**config.mk**
```make
export PLATFORM = sky130hd
export DESIGN_NAME = addr_latch8
export DESIGN_NICKNAME = d
export VERILOG_FILES = /design/src/rtl/latch_pkg.sv /design/src/rtl/lat_mode_dec.sv /design/src/rtl/lat_cell.sv /design/src/rtl/addr_latch8.sv
export SDC_FILE = /design/constraint.sdc
export NUM_CORES = 1
export LEC_CHECK = 0
export ABC_CLOCK_PERIOD_IN_PS = 900
export BUFFER_PORTS_ARGS = -buffer_cell sky130_fd_sc_hd__buf_2
export CORE_AREA = 2 2 39 41
export DETAILED_ROUTE_END_ITERATION = 10
export DIE_AREA = 0 0 41 43
export GPL_TIMING_DRIVEN = 1
export PLACE_DENSITY = 0.63
export SLEW_MARGIN = 20
export SYNTH_ARGS = -nofsm -noshare
export SYNTH_HDL_FRONTEND = slang
export SYNTH_HIERARCHICAL = 1
export SYNTH_SLANG_ARGS = --single-unit
```
**constraint.sdc**
```tcl
create_clock -name clk -period 0.9 [get_ports clk]
set_input_delay 0.09 -clock clk [delete_from_list [all_inputs] [get_ports clk]]
set_output_delay 0.09 -clock clk [all_outputs]
set_load 0.05 [all_outputs]
```
**src/rtl/latch_pkg.sv**
```systemverilog
package latch_pkg;

    parameter int SEL_W = 3;
    localparam int CELLS = 1 << SEL_W;

    typedef enum logic [1:0] {
        MODE_HOLD   = 2'd0,
        MODE_WRITE  = 2'd1,
        MODE_CLEAR  = 2'd2,
        MODE_DECODE = 2'd3
    } bank_mode_e;

    typedef struct packed {
        bank_mode_e mode;
        logic       bit_in;
    } cell_ctrl_t;

    // Control pins are active low; the pair selects one of four modes.
    function automatic bank_mode_e mode_of(input logic en_n, input logic clr_n);
        bank_mode_e m;
        unique case ({en_n, clr_n})
            2'b01:   m = MODE_WRITE;
            2'b11:   m = MODE_HOLD;
            2'b10:   m = MODE_CLEAR;
            default: m = MODE_DECODE;
        endcase
        return m;
    endfunction

endpackage

```
**src/rtl/lat_mode_dec.sv**
```systemverilog
module lat_mode_dec
    import latch_pkg::*;
(
    input  logic       en_n,
    input  logic       clr_n,
    input  logic       din,
    output cell_ctrl_t ctrl
);
    always_comb begin
        ctrl.mode   = mode_of(en_n, clr_n);
        ctrl.bit_in = din;
    end
endmodule

```
**src/rtl/lat_cell.sv**
```systemverilog
module lat_cell
    import latch_pkg::*;
(
    input  logic       clk,
    input  logic       rst,
    input  cell_ctrl_t ctrl,
    input  logic       hit,
    output logic       q
);
    logic q_nxt;

    always_comb begin
        unique case (ctrl.mode)
            MODE_WRITE:  q_nxt = hit ? ctrl.bit_in : q;
            MODE_CLEAR:  q_nxt = 1'b0;
            MODE_DECODE: q_nxt = hit & ctrl.bit_in;
            default:     q_nxt = q;
        endcase
    end

    always_ff @(posedge clk) begin
        if (rst) q <= 1'b0;
        else     q <= q_nxt;
    end
endmodule

```
**src/rtl/addr_latch8.sv**
```systemverilog
module addr_latch8
    import latch_pkg::*;
#(
    parameter int SW = SEL_W,
    localparam int N = 1 << SW
) (
    input  logic          clk,
    input  logic          rst,
    input  logic          din,
    input  logic [SW-1:0] sel,
    input  logic          en_n,
    input  logic          clr_n,
    output logic [N-1:0]  q
);
    cell_ctrl_t      ctrl;
    logic [N-1:0]    hit;

    lat_mode_dec i_dec (
        .en_n  (en_n),
        .clr_n (clr_n),
        .din   (din),
        .ctrl  (ctrl)
    );

    for (genvar i = 0; i < N; i++) begin : g_cell
        assign hit[i] = (sel == SW'(i));
        lat_cell i_cell (
            .clk  (clk),
            .rst  (rst),
            .ctrl (ctrl),
            .hit  (hit[i]),
            .q    (q[i])
        );
    end

    AST_RESET_ZERO: assert property (@(posedge clk)
        rst |=> (q == '0));
    AST_WRITE_BIT: assert property (@(posedge clk) disable iff (rst)
        (!en_n && clr_n) |=> (q[$past(sel)] == $past(din)));
    AST_WRITE_OTHERS: assert property (@(posedge clk) disable iff (rst)
        (!en_n && clr_n) |=> (((q ^ $past(q)) & ~(N'(1) << $past(sel))) == '0));
    AST_HOLD_STABLE: assert property (@(posedge clk) disable iff (rst)
        (en_n && clr_n) |=> $stable(q));
    AST_CLEAR_ALL: assert property (@(posedge clk) disable iff (rst)
        (en_n && !clr_n) |=> (q == '0));
    AST_DECODE_ONEHOT: assert property (@(posedge clk) disable iff (rst)
        (!en_n && !clr_n) |=> ($onehot0(q) && ((q & ~(N'(1) << $past(sel))) == '0)));
    AST_DECODE_BIT: assert property (@(posedge clk) disable iff (rst)
        (!en_n && !clr_n) |=> (q[$past(sel)] == $past(din)));
endmodule

```
==> results.json, run 1 <==
{
  "outcome": "completed",
  "synth.distinct_cells": 11,
  "postCtsSetupBuffers": 0,
  "timing.hold.ws_ns": 0.110,
  "crit_family": "flip-flops",
  "io_pins": 16,
  "syn_avg_cell_area_um2": 8.05,
  "final.fill_count": 160,
  "die_h_um": 43,
  "diodes": 0,
  "r2r_start": "g_cell[4].i_cell/q$_SDFFE_PP0P_",
  "sw_frac_of_total": 0.262,
  "power.total_uw": 754,
  "die_w_um": 41,
  "clockPowerShare": 0.370,
  "slew_viol_final": 0,
  "max_freq_mhz": 1170,
  "p_leak_uw": 0.000225,
  "min_to": "g_cell[2].i_cell/q$_SDFFE_PP0P_",
  "dieArea_mm2": 0.00176,
  "fin_util": 0.403,
  "reg_top3": "g_cell.i_cell/q: 8 flops",
  "critical_path.cell_chain": "buf_4",
  "worst_pin_slew_ns": 0.282,
  "synth_warnings": 6,
  "wl_per_cell_um": 11.2,
  "grt_usage": 0.118,
  "overflow": 0,
  "first_global_vias": 324,
  "whs_path_depth": 2,
  "area.growth.synth_to_final_pct": 36.0,
  "p_int_uw": 556,
  "vias": 419,
  "core_area_mm2": 0.00138,
  "critPathRequiredTime_ns": 0.81,
  "antenna_found_initial": 0,
  "top_layer": "met4",
  "largest_reg_flops": 8,
  "power-per-cell-area_mw_per_mm2": 1350,
  "synth_nets": 59,
  "rsz0062_at_grt": "false",
  "seq_power_share": 0.481,
  "crit_type": "reg2out",
  "path_buf_inv": 1,
  "setup_slack_ns": 0.0425,
  "portBuffers": 15,
  "initial_utilization": 0.297,
  "fin_setup_tns_ns": 0,
  "antenna_left": 0,
  "syn_inst": 51,
  "hold_viol_final": 0,
  "ys_ff_latch": 8,
  "peakVddDrop_uv": 427,
  "power_switching_uw": 198,
  "clock_latency_ns": 0.25,
  "critPathLaunchType": "flop",
  "hold_start": "rst",
  "reg2reg_depth": 2,
  "period_minus_slack_ns": 0.858,
  "placementRows": 14,
  "max_cap_viol_count": 0,
  "slew_headroom": 0.812,
  "clockRootBuffer": "clkbuf_4",
  "drt_iter0_markers": 14,
  "routed_via_density": 4.93,
  "clock-sinks": 8,
  "cts_tree": "built",
  "layout-drive-gt1-share": 0.449,
  "cts_buffer_depth": 2,
  "hold_path_class": "in2reg",
  "timing.rr.end": "g_cell[4].i_cell/q$_SDFFE_PP0P_",
  "slowest_delay_ns": 0.33,
  "place_congestion": 0.671,
  "numCtsBuffers": 3,
  "regMostFlops": "g_cell.i_cell/q",
  "power_frac_comb": 0.149,
  "finalSetupViolations": 0,
  "place_ws_ns": 0.0207,
  "wl_um": 955,
  "yosysSeqAreaShare": 0.390,
  "critPathArrivalTime_ns": 0.77,
  "cp-end-kind": "primary output",
  "ff2ff_setup_slack_ns": 0.28,
  "crit_fanout": 2,
  "drc": 0,
  "wl_met2_um": 444,
  "drt_pass1_iterations": 4,
  "timing.final.crit_share": 0.953,
  "netlist_area_um2": 410,
  "dpl.hpwl_um": 632,
  "layout.nets": 79,
  "cpMaxStageDelayCell": "dfxtp_2",
  "met3_wirelength_um": 44,
  "met1_length_um": 452,
  "grt_max_degree": 17,
  "h-tree-depth": 1,
  "skew_ns": 0,
  "path_clk_slew_ns": 0.06,
  "grt_first_pass_wirelength_mm": 1.33
}
## worst max-delay path by stage
| stage | slack, ns | from | endpoint | depth (start not counted) |
|---|---|---|---|---|
| 3_5_place_dp | 0.02 | sel[1] | g_cell[4].i_cell/q$_SDFFE_PP0P_ | 5 |
| 5_1_grt | 0.004 | g_cell[3].i_cell/q$_SDFFE_PP0P_ | q[3] | 1 |
| 2_1_floorplan | 0.13 | g_cell[0].i_cell/q$_SDFFE_PP0P_ | g_cell[0].i_cell/q$_SDFFE_PP0P_ | 2 |
| 4_1_cts | 0.02 | g_cell[6].i_cell/q$_SDFFE_PP0P_ | q[6] | 1 |
| 6_report | 0.04 | g_cell[6].i_cell/q$_SDFFE_PP0P_ | q[6] | 1 |
| 3_3_place_gp | 0.04 | sel[1] | g_cell[4].i_cell/q$_SDFFE_PP0P_ | 5 |
## synthesized netlist by cell type, drive strengths merged
cell | count | area share
and3b | 3 | 0.073
nand2 | 8 | 0.073
and3 | 1 | 0.018
dfxtp | 8 | 0.39
inv | 2 | 0.018
nor3b | 3 | 0.055
nor3 | 1 | 0.012
buf | 1 | 0.018
a21oi | 8 | 0.098
nand3b | 8 | 0.15
nand3 | 8 | 0.098
## per-stage QoR
stage	cell area (um^2)	instances
2_1_floorplan	420	51
3_3_place_gp	515	82
3_5_place_dp	515	82
4_1_cts	558	85
5_1_grt	558	85
6_report	558	85
## logic make-up after synthesis
kind of cell / Yosys count / share of synthesized area
flip-flops: 8 / 0.390
AND/OR/NAND/NOR: 32 / 0.476
buffers and inverters: 3 / 0.0366
AO/OA/AOI/OAI: 8 / 0.0976
## what timing repair did
action,in CTS,in global routing
resized for setup,8,0
setup endpoints to repair,8,0
hold buffers,0,0
## power by group through the flow
| stage | clock (uW) | sequential, uW | combinational [uW] |
|---|---|---|---|
| global route | 315 | 363 | 122 |
| global placement | 0 | 370 | 108 |
| detailed placement | 0 | 370 | 109 |
| CTS | 297 | 363 | 112 |
| finish | 279 | 363 | 113 |
| floorplan | 0 | 388 | 48.0 |
## metal layers
layer | vias up | track usage
met2 | 11 | 0.156
met5 | - | 0
met1 | 187 | 0.139
li1 | 219 | -
met3 | 2 | 0.0471
met4 | 0 | 0.100
## cells in the final DEF, fill, tap and decap left out
cell type,count
a21oi_1,8
nand3_1,8
buf_2,7
and3b_2,3
clkbuf_4,3
inv_1,2
nor3b_1,3
nor3_1,1
nand2_1,8
dfxtp_2,8
buf_4,9
and3_2,1
nand3b_1,8
## area by class of cell
| cell class | instances | area [um^2] | share of cell area |
|---|---|---|---|
| well taps | 16 | 20.0 | 0.0359 |
| repair buffers | 16 | 103 | 0.184 |
| inverters | 2 | 7.51 | 0.0135 |
| flip-flops and latches | 8 | 170 | 0.305 |
| multi-input cells | 40 | 235 | 0.422 |
| clock buffers | 3 | 22.5 | 0.0404 |
Note: power is estimated with default switching activity, not from simulation.
==> inputs of run 2 (changes only) <==
GPL_TIMING_DRIVEN = 0   (was 1)
RECOVER_POWER = 25   (was unset)
==> run 2 against run 1 <==
Compared with the run above:
- setup slack improved by 0.0042 ns
- maximum frequency up 0.49%
- first-iteration DRC count shrank 57%
==> results.json, run 2 (synthesis results as in run 1) <==
{
  "reg2reg_depth": 2,
  "wl_met2_um": 353,
  "clockRootBuffer": "clkbuf_4",
  "top_layer": "met4",
  "timing.rr.end": "g_cell[5].i_cell/q$_SDFFE_PP0P_",
  "clock-sinks": 8,
  "critPathLaunchType": "flop",
  "antenna_found_initial": 0,
  "overflow": 0,
  "power.total_uw": 742,
  "fin_util": 0.399,
  "die_w_um": 41,
  "wl_per_cell_um": 10.7,
  "grt_max_degree": 17,
  "hold_start": "rst",
  "layout.nets": 78,
  "hold_viol_final": 0,
  "path_buf_inv": 1,
  "ff2ff_setup_slack_ns": 0.29,
  "cts_tree": "built",
  "hold_path_class": "in2reg",
  "critPathArrivalTime_ns": 0.76,
  "critPathRequiredTime_ns": 0.81,
  "worst_pin_slew_ns": 0.413,
  "dpl.hpwl_um": 587,
  "met3_wirelength_um": 50,
  "routed_via_density": 4.80,
  "outcome": "completed",
  "rsz0062_at_grt": "false",
  "wl_um": 900,
  "antenna_left": 0,
  "vias": 403,
  "drt_pass1_iterations": 4,
  "clock_latency_ns": 0.25,
  "cts_buffer_depth": 2,
  "dieArea_mm2": 0.00176,
  "period_minus_slack_ns": 0.853,
  "h-tree-depth": 1,
  "fin_setup_tns_ns": 0,
  "crit_type": "reg2out",
  "crit_fanout": 2,
  "drt_iter0_markers": 6,
  "met1_length_um": 481,
  "cp-end-kind": "primary output",
  "finalInstanceArea_um2": 552,
  "p_leak_uw": 0.000218,
  "place_congestion": 0.657,
  "portBuffers": 14,
  "numCtsBuffers": 3,
  "regMostFlops": "g_cell.i_cell/q",
  "r2r_start": "g_cell[5].i_cell/q$_SDFFE_PP0P_",
  "area.growth.synth_to_final_pct": 34.5,
  "max_cap_viol_count": 0,
  "placementRows": 14,
  "final_common_cell": "buf_4",
  "largest_reg_flops": 8,
  "slew_headroom": 0.724,
  "finalSetupViolations": 0,
  "grt_usage": 0.123,
  "drc": 0,
  "skew_ns": 0,
  "slowest_delay_ns": 0.33,
  "placed_cell_area_um2": 510,
  "path_clk_slew_ns": 0.05,
  "crit_family": "flip-flops",
  "min_to": "g_cell[2].i_cell/q$_SDFFE_PP0P_",
  "io_pins": 16,
  "cpMaxStageDelayCell": "dfxtp_2",
  "timing.final.crit_share": 0.948,
  "diodes": 0,
  "postCtsSetupBuffers": 0,
  "max_freq_mhz": 1170,
  "slew_viol_final": 0,
  "grt_first_pass_wirelength_mm": 1.43,
  "peakVddDrop_uv": 565,
  "initial_utilization": 0.297,
  "power-per-cell-area_mw_per_mm2": 1340,
  "reg_top3": "g_cell.i_cell/q: 8 flops",
  "die_h_um": 43,
  "core_area_mm2": 0.00138,
  "critical_path.cell_chain": "buf_4",
  "whs_path_depth": 2,
  "first_global_vias": 336,
  "layout-drive-gt1-share": 0.426
}
[run 2: changes by cell type in the layout (fill, tap and decap cells not counted), sizes merged]
| cell | before | now |
|---|---|---|
| clkbuf | 3 | 4 |
| buf | 16 | 14 |
[run 2: worst max path at each step]
stage | from | endpoint | slack (ns) | cells after the start
floorplan | g_cell[0].i_cell/q$_SDFFE_PP0P_ | g_cell[0].i_cell/q$_SDFFE_PP0P_ | 0.13 | 2
global placement | en_n | g_cell[7].i_cell/q$_SDFFE_PP0P_ | 0.03 | 5
detailed placement | en_n | g_cell[5].i_cell/q$_SDFFE_PP0P_ | 0.03 | 5
CTS | g_cell[5].i_cell/q$_SDFFE_PP0P_ | q[5] | 0.03 | 1
global route | g_cell[3].i_cell/q$_SDFFE_PP0P_ | q[3] | 0.003 | 1
finish | g_cell[5].i_cell/q$_SDFFE_PP0P_ | q[5] | 0.05 | 1
[run 2: area by class of cell]
type / instances / area [um^2]
fill: 159 / 832
inverter: 2 / 7.51
buffer: 1 / 7.51
multi-input combinational: 40 / 235
timing repair buffer: 14 / 88.8
clock buffer: 3 / 22.5
tap: 16 / 20.0
sequential: 8 / 170
[run 2: per-stage QoR]
stage | worst slack [ns] | cells | hold slack [ns]
2_1_floorplan | 0.131 | 51 | 0.152
3_3_place_gp | 0.0318 | 81 | 0.368
3_5_place_dp | 0.0267 | 81 | 0.370
4_1_cts | 0.0328 | 84 | 0.0990
5_1_grt | 0.00324 | 84 | 0.102
6_report | 0.0467 | 84 | 0.109
[run 2: timing repair]
action	4_1_cts	5_1_grt
endpoints found under the hold margin	0	0
gates resized for setup	8	0
setup endpoints to repair	8	0
hold buffers	0	0
[run 2: power by group]
part           leakage [uW]  internal [uW]  switching (uW)  total (uW)
Clock             0.0000138            152             118         270
Sequential        0.0000686            360            2.46         363
Combinational      0.000136           40.8            68.0         109
[run 2: metal layers]
layer  vias up  GRT usage
met5         -          0
met4         0      0.100
met3         2     0.0471
met2        11      0.147
met1       169      0.167
li1        221          -
